--- config.mk ---
export PLATFORM = sky130hd
export DESIGN_NAME = fsr_protect_ctrl
export DESIGN_NICKNAME = d
export VERILOG_FILES = /design/src/rtl/fsr_pkg.sv /design/src/rtl/fsr_region_decode.sv /design/src/rtl/fsr_busy_timer.sv /design/src/rtl/fsr_status_serial.sv /design/src/rtl/fsr_protect_ctrl.sv
export SDC_FILE = /design/constraint.sdc
export NUM_CORES = 1
export LEC_CHECK = 0
export ABC_AREA = 1
export CAP_MARGIN = 40
export CORE_ASPECT_RATIO = 0.75
export CORE_MARGIN = 5
export CORE_UTILIZATION = 45
export CTS_CLUSTER_DIAMETER = 30
export CTS_CLUSTER_SIZE = 25
export DETAILED_ROUTE_END_ITERATION = 10
export HOLD_SLACK_MARGIN = 0.15
export PLACE_DENSITY_LB_ADDON = 0.05
export SKIP_LAST_GASP = 1
export SLEW_MARGIN = 20
export SYNTH_ARGS = -nofsm -noshare
export SYNTH_HDL_FRONTEND = slang
export SYNTH_SLANG_ARGS = --single-unit
export TNS_END_PERCENT = 5
--- constraint.sdc ---
create_clock -name clk -period 3.3 [get_ports clk]
set_clock_uncertainty 0.15 [all_clocks]
set_input_delay 0.66 -clock clk [delete_from_list [all_inputs] [get_ports clk]]
set_output_delay 0.66 -clock clk [all_outputs]
set_load 0.005 [all_outputs]
--- src/rtl/fsr_pkg.sv ---
// Package: shared kinds, status bit positions and helpers for the
// status register protect controller. Assumes an 8-bit status byte.
package fsr_pkg;

    typedef enum logic [1:0] {
        KIND_SSE = 2'd0,   // small sector erase
        KIND_SE  = 2'd1,   // sector erase
        KIND_CE  = 2'd2,   // whole-array erase
        KIND_PP  = 2'd3    // page program
    } wr_kind_e;

    localparam int STAT_W    = 8;
    localparam int BIT_BUSY  = 0;
    localparam int BIT_WEN   = 1;
    localparam int BIT_SEL_L = 2;
    localparam int BIT_SEL_H = 4;
    localparam int BIT_TB    = 5;
    localparam int BIT_LOCK  = 7;
    localparam int SEL_W     = 3;
    localparam int REGION_W  = 3;   // address MSBs that define a region

    function automatic int imax(input int a, input int b);
        return (a > b) ? a : b;
    endfunction

endpackage

--- src/rtl/fsr_region_decode.sv ---
// Module: fsr_region_decode
// Decides whether an address falls in the protected region chosen by the
// select bits and the top/bottom bit. Only the REGION_W most significant
// address bits matter, since every region is a power-of-two fraction of
// the array aligned to one end. Purely combinational.
module fsr_region_decode
    import fsr_pkg::*;
(
    input  logic                top_bottom_i,
    input  logic [SEL_W-1:0]    sel_i,
    input  logic [REGION_W-1:0] addr_msb_i,
    output logic                prot_o,
    output logic                any_prot_o
);

    logic [REGION_W-1:0] cmp_mask;
    logic [REGION_W-1:0] edge_pat;
    logic                frac_hit;

    // Build the mask of address MSBs that must match the region end.
    for (genvar i = 0; i < REGION_W; i++) begin : g_mask
        // bit i participates when the region is small enough to need it
        assign cmp_mask[i] = (sel_i[1:0] != 2'b00) &&
                             (int'(i) >= int'(sel_i[1:0]) - 1);
    end

    // Top region sits at all-ones MSBs, bottom region at all-zeros.
    assign edge_pat = {REGION_W{~top_bottom_i}};

    // A fractional region hits when all masked MSBs equal the edge pattern.
    assign frac_hit = (sel_i[1:0] != 2'b00) &&
                      (((addr_msb_i ^ edge_pat) & cmp_mask) == '0);

    assign prot_o     = sel_i[2] | frac_hit;
    assign any_prot_o = (sel_i != '0);

endmodule

--- src/rtl/fsr_busy_timer.sv ---
// Module: fsr_busy_timer
// Down-counter modelling a self-timed internal operation. A load sets the
// remaining cycle count; busy is high while the count is nonzero and done
// marks the final busy cycle. Assumes load values of at least 1 and that
// loads arrive only while idle.
module fsr_busy_timer #(
    parameter int CNT_W = 5
) (
    input  logic             clk,
    input  logic             rst_n,
    input  logic             load_i,
    input  logic [CNT_W-1:0] load_val_i,
    output logic             busy_o,
    output logic             done_o
);

    logic [CNT_W-1:0] remain_q;

    // Count remaining busy cycles down to zero.
    always_ff @(posedge clk) begin
        if (!rst_n) begin
            remain_q <= '0;
        end else if (load_i) begin
            remain_q <= load_val_i;
        end else if (remain_q != '0) begin
            remain_q <= remain_q - 1'b1;
        end
    end

    assign busy_o = (remain_q != '0);
    assign done_o = (remain_q == CNT_W'(1));

endmodule

--- src/rtl/fsr_status_serial.sv ---
// Module: fsr_status_serial
// Points at one bit of the live status byte for serial read-out. Start
// selects the top bit; each tick moves one bit lower and wraps from bit 0
// to the top bit. Start wins over a tick in the same cycle.
module fsr_status_serial
    import fsr_pkg::*;
(
    input  logic              clk,
    input  logic              rst_n,
    input  logic              start_i,
    input  logic              tick_i,
    input  logic [STAT_W-1:0] status_i,
    output logic              bit_o
);

    localparam int IDX_W = $clog2(STAT_W);

    logic [IDX_W-1:0] idx_q;

    // Track which status bit is presented next.
    always_ff @(posedge clk) begin
        if (!rst_n) begin
            idx_q <= IDX_W'(STAT_W - 1);
        end else if (start_i) begin
            idx_q <= IDX_W'(STAT_W - 1);
        end else if (tick_i) begin
            idx_q <= idx_q - 1'b1;
        end
    end

    assign bit_o = status_i[idx_q];

endmodule

--- src/rtl/fsr_protect_ctrl.sv ---
// Module: fsr_protect_ctrl (top)
// Holds the flash status byte, grants or denies erase, program and status
// write requests against write enable, busy, the protected region and the
// status lock, and times each granted operation. Assumes the command
// strobes are mutually exclusive in any one cycle. Nonvolatile bits are
// plain flops cleared by reset.
module fsr_protect_ctrl
    import fsr_pkg::*;
#(
    parameter int ADDR_W  = 19,
    parameter int SSE_CYC = 8,
    parameter int SE_CYC  = 12,
    parameter int CE_CYC  = 20,
    parameter int PP_CYC  = 6,
    parameter int SRW_CYC = 10
) (
    input  logic              clk,
    input  logic              rst_n,
    input  logic              wp_pin_i,
    input  logic              cmd_wren_i,
    input  logic              cmd_wrdi_i,
    input  logic              cmd_wrsr_i,
    input  logic [7:0]        wrsr_data_i,
    input  logic              req_valid_i,
    input  logic [1:0]        req_kind_i,
    input  logic [ADDR_W-1:0] req_addr_i,
    input  logic              rd_start_i,
    input  logic              rd_tick_i,
    output logic [7:0]        status_o,
    output logic              grant_o,
    output logic              deny_o,
    output logic              busy_o,
    output logic              rd_bit_o
);

    localparam int MAX_CYC = imax(imax(imax(SSE_CYC, SE_CYC), imax(CE_CYC, PP_CYC)), SRW_CYC);
    localparam int CNT_W   = $clog2(MAX_CYC + 1);

    wr_kind_e         kind;
    logic             wen_q;
    logic [SEL_W-1:0] sel_q;
    logic             tb_q;
    logic             lock_q;
    logic             pend_q;
    logic [SEL_W-1:0] pend_sel_q;
    logic             pend_tb_q;
    logic             pend_lock_q;
    logic             grant_q;
    logic             deny_q;
    logic             busy;
    logic             done;
    logic             addr_prot;
    logic             any_prot;
    logic             may_write;
    logic             req_ok;
    logic             wrsr_ok;
    logic             start_op;
    logic [CNT_W-1:0] load_val;
    logic             ignored_unused;

    assign kind = wr_kind_e'(req_kind_i);

    fsr_region_decode u_region (
        .top_bottom_i (tb_q),
        .sel_i        (sel_q),
        .addr_msb_i   (req_addr_i[ADDR_W-1 -: REGION_W]),
        .prot_o       (addr_prot),
        .any_prot_o   (any_prot)
    );

    // Decide acceptance of requests and status writes in the request cycle.
    always_comb begin
        may_write = wen_q && !busy;
        if (kind == KIND_CE) begin
            req_ok = req_valid_i && may_write && !any_prot;
        end else begin
            req_ok = req_valid_i && may_write && !addr_prot;
        end
        wrsr_ok  = cmd_wrsr_i && may_write && !(lock_q && !wp_pin_i);
        start_op = req_ok || wrsr_ok;
    end

    // Pick the busy length for the operation being started.
    always_comb begin
        if (wrsr_ok) begin
            load_val = CNT_W'(SRW_CYC);
        end else begin
            unique case (kind)
                KIND_SSE: load_val = CNT_W'(SSE_CYC);
                KIND_SE:  load_val = CNT_W'(SE_CYC);
                KIND_CE:  load_val = CNT_W'(CE_CYC);
                default:  load_val = CNT_W'(PP_CYC);
            endcase
        end
    end

    fsr_busy_timer #(
        .CNT_W (CNT_W)
    ) u_timer (
        .clk        (clk),
        .rst_n      (rst_n),
        .load_i     (start_op),
        .load_val_i (load_val),
        .busy_o     (busy),
        .done_o     (done)
    );

    // Write-enable latch: set strobe beats the completion clear.
    always_ff @(posedge clk) begin
        if (!rst_n) begin
            wen_q <= 1'b0;
        end else if (cmd_wren_i) begin
            wen_q <= 1'b1;
        end else if (cmd_wrdi_i || done) begin
            wen_q <= 1'b0;
        end
    end

    // Hold accepted status write data until its timed cycle completes.
    always_ff @(posedge clk) begin
        if (!rst_n) begin
            pend_q      <= 1'b0;
            pend_sel_q  <= '0;
            pend_tb_q   <= 1'b0;
            pend_lock_q <= 1'b0;
        end else if (wrsr_ok) begin
            pend_q      <= 1'b1;
            pend_sel_q  <= wrsr_data_i[BIT_SEL_H:BIT_SEL_L];
            pend_tb_q   <= wrsr_data_i[BIT_TB];
            pend_lock_q <= wrsr_data_i[BIT_LOCK];
        end else if (done) begin
            pend_q      <= 1'b0;
        end
    end

    // Commit the writable status bits at completion of a status write.
    always_ff @(posedge clk) begin
        if (!rst_n) begin
            sel_q  <= '0;
            tb_q   <= 1'b0;
            lock_q <= 1'b0;
        end else if (done && pend_q) begin
            sel_q  <= pend_sel_q;
            tb_q   <= pend_tb_q;
            lock_q <= pend_lock_q;
        end
    end

    // Register the one-cycle answer to each request or status write.
    always_ff @(posedge clk) begin
        if (!rst_n) begin
            grant_q <= 1'b0;
            deny_q  <= 1'b0;
        end else begin
            grant_q <= start_op;
            deny_q  <= (req_valid_i || cmd_wrsr_i) && !start_op;
        end
    end

    assign status_o = {lock_q, 1'b0, tb_q, sel_q, wen_q, busy};
    assign grant_o  = grant_q;
    assign deny_o   = deny_q;
    assign busy_o   = busy;

    fsr_status_serial u_serial (
        .clk      (clk),
        .rst_n    (rst_n),
        .start_i  (rd_start_i),
        .tick_i   (rd_tick_i),
        .status_i (status_o),
        .bit_o    (rd_bit_o)
    );

    // Data bits that no status write may change, and address bits below
    // region granularity.
    assign ignored_unused = ^{wrsr_data_i[6], wrsr_data_i[1:0],
                              req_addr_i[ADDR_W-REGION_W-1:0]};

endmodule

==> impl_metrics.yaml <==
cts:
  post_cts_buffers: 0
  h-tree-depth: 1
  cts_buffers: 3
  clockBufferDepth: 2
  insertion_delay_ns: 0.31
  clkSlewWorstSetupHoldPaths_ns: 0.11
  cts_tree: "built"
  cts-root-buf: "clkbuf_4"
  cts_resized: 0
  cts.sinks: 22
  cts_hold_buffers: 0
power:
  seqPwrFrac_pct: 39.3
  p_int_mw: 0.535
  p_leak_nw: 0.683
  power_mw: 0.848
  switching_share_pct: 36.9
  power.switching_mw: 0.312
  vdd_drop_max_v: 0.000344
  p_clk_share_pct: 14.2
  pwr-share-comb_pct: 46.5
  power.density_nw_per_um2: 558
sta:
  fin_crit_sh_pct: 85.1
  drv_slew: 0
  timing.fmax_ghz: 0.356
  grt_setup_unrepaired: "false"
  finalSetupViolations: 0
  setup-tns-final_ns: 0
  hold_viol: 0
  whs_ns: 0.338
  period_needed_ns: 2.81
logic_synthesis:
  yosys_register_bits: 22
  synth_nets: 212
  synth.area.top_cells: "dfxtp_1 (36%), inv_1 (7.4%), nand2_1 (7.4%)"
  synthDistinctLibCells: 28
  netlist_instances: 167
  synth_top_area_share_pct: 36.3
  synth-edff-count: 0
  yosysSeqAreaShare_pct: 36.3
  syn_area_per_cell_um2: 7.27
  synth_common_cells: "inv_1 (24), nand2_1 (24), dfxtp_1 (22), nor2_1 (22), o21ai_0 (13)"
  yosysTopAreaCell: "dfxtp_1"
  yosys_warnings: 0
  async_flop_share_pct: 0
  synth_ff_type: "dfxtp_1"
  synth_area_um2: 1210
place:
  numPortBuffers: 29
  hpwlAfterDp_um: 2140
  gp_congestion: 0.778
  dp.cells: 225
global_routing:
  grt.total_usage_pct: 15.8
  grt_antenna_before_repair: 0
  use_met1_pct: 20.0
  grt_max_degree: 16
  use_met2_pct: 26.3
  grt_pass1_wl_um: 4760
  grt_pass1_vias: 1074
  grt_util_met3_pct: 5.23
  grt_busiest_layer: "met2"
  grt.overflow.total: 0
routing:
  vias: 1107
  avgViaCountPerCell: 4.86
  drt_wl_total_um: 2680
  drtPass1Iterations: 4
  antenna_left: 0
  post-route-drc-count: 0
  wire_per_inst_um: 11.7
  drt_iter0_markers: 62
critical_path:
  cp-start-kind: "flop"
  required_ns: 2.49
  worstSetupPathType: "flop to output port"
  reg2reg_slack_ns: 1.39
  cp_max_fo: 9
  cp_data_arrival_time_ns: 2.00
  endpoint_kind: "output port"
cells_and_area:
  post-route-util_pct: 58.4
  layout-drive-gt1-share_pct: 6.25
  fillers: 261
  nets: 239
  finalNonFillerCells: 228
  area.growth.synth_to_final_pct: 25.2
  diodes: 0
job:
  drv_cap: 0
floorplanning:
  start_util_pct: 46.6
  dieWidth_um: 70.0
  ioPinCount: 50
  rows: 16
  die_y_um: 55.0
  core_area_um2: 2600
  die-area_um2: 3850
worst_hold_path:
  min_path_type: "flop to flop"
status:
  status: "finished clean"
-- path summary, 6_finish.rpt --
kind / from / end / cells after the start
max: u_timer.remain_q[0]$_SDFFE_PN0P_ / rd_bit_o / 6
min: pend_q$_SDFFE_PN0P_ / pend_q$_SDFFE_PN0P_ / 2
max reg2reg: sel_q[0]$_SDFFE_PN0P_ / u_timer.remain_q[2]$_SDFFE_PN0P_ / 10
min reg2reg: pend_q$_SDFFE_PN0P_ / pend_q$_SDFFE_PN0P_ / 2
-- layout by cell type, fill, tap and decap left out, types with 4 or more instances in the layout --
cell type	instances
a21oi_1	11
dfxtp_1	22
o21ai_0	13
nand2_1	24
nand3_1	11
nor2_1	22
ha_1	7
nand4_1	4
inv_1	24
clkdlybuf4s50_1	29
-- sequential cells by signal, summed over array words and instances (netlist names) --
| signal | cells |
|---|---|
| tb_q | 1 |
| pend_q | 1 |
| u_timer.remain_q | 5 |
| grant_o | 1 |
| deny_o | 1 |
| lock_q | 1 |
| pend_tb_q | 1 |
| sel_q | 3 |
| pend_lock_q | 1 |
| wen_q | 1 |
| u_serial.idx_q | 3 |
| pend_sel_q | 3 |
-- cells by family (layout without fill, tap and decap cells) --
kind of cell             after synthesis  count (layout)  share of synthesized area (%)
AO/OA/AOI/OAI                         30              30                           13.4
XOR/XNOR                               4               4                           2.89
adder cells (fa/ha/maj)                7               7                           7.22
buffers and inverters                 32              57                           12.1
flip-flops                            22              22                           36.3
other                                  1               1                          0.309
AND/OR/NAND/NOR                       71              71                           27.8
-- worst max-delay path, cell delays in order, from the launching register on --
cell             delay (ns)
dfxtp_1                0.39
inv_1                  0.10
ha_1                   0.23
nand3_4                0.17
o21ai_0                0.10
a31oi_1                0.18
clkdlybuf4s50_1        0.52
-- layer usage --
layer / vias to the layer above / wire length [µm]
met1: 484 / 1330
met4: 0 / 23
li1: 585 / -
met3: 5 / 173
met2: 33 / 1150
met5: - / 0
-- power by group through the flow --
stage	Clock (mW)	Sequential, mW	Combinational [mW]
floorplan	0	0.334	0.297
finish	0.121	0.333	0.394
CTS	0.127	0.334	0.398
global route	0.140	0.338	0.457
global placement	0	0.339	0.391
detailed placement	0	0.341	0.396
-- stage by stage --
| stage | worst slack, ns | area (µm²) |
|---|---|---|
| floorplan | 1.43 | 1210 |
| global placement | 0.850 | 1500 |
| detailed placement | 0.826 | 1500 |
| CTS | 0.447 | 1520 |
| global route | 0.324 | 1520 |
| finish | 0.492 | 1520 |
-- final cells by class --
type	instances	area, µm²	area share [%]
well taps	36	45.0	2.97
inverters	25	93.8	6.18
multi-input cells	113	627	41.3
clock buffers	3	22.5	1.48
repair buffers	29	290	19.1
flip-flops and latches	22	440	29.0
Power figures use the tool's default switching activity.
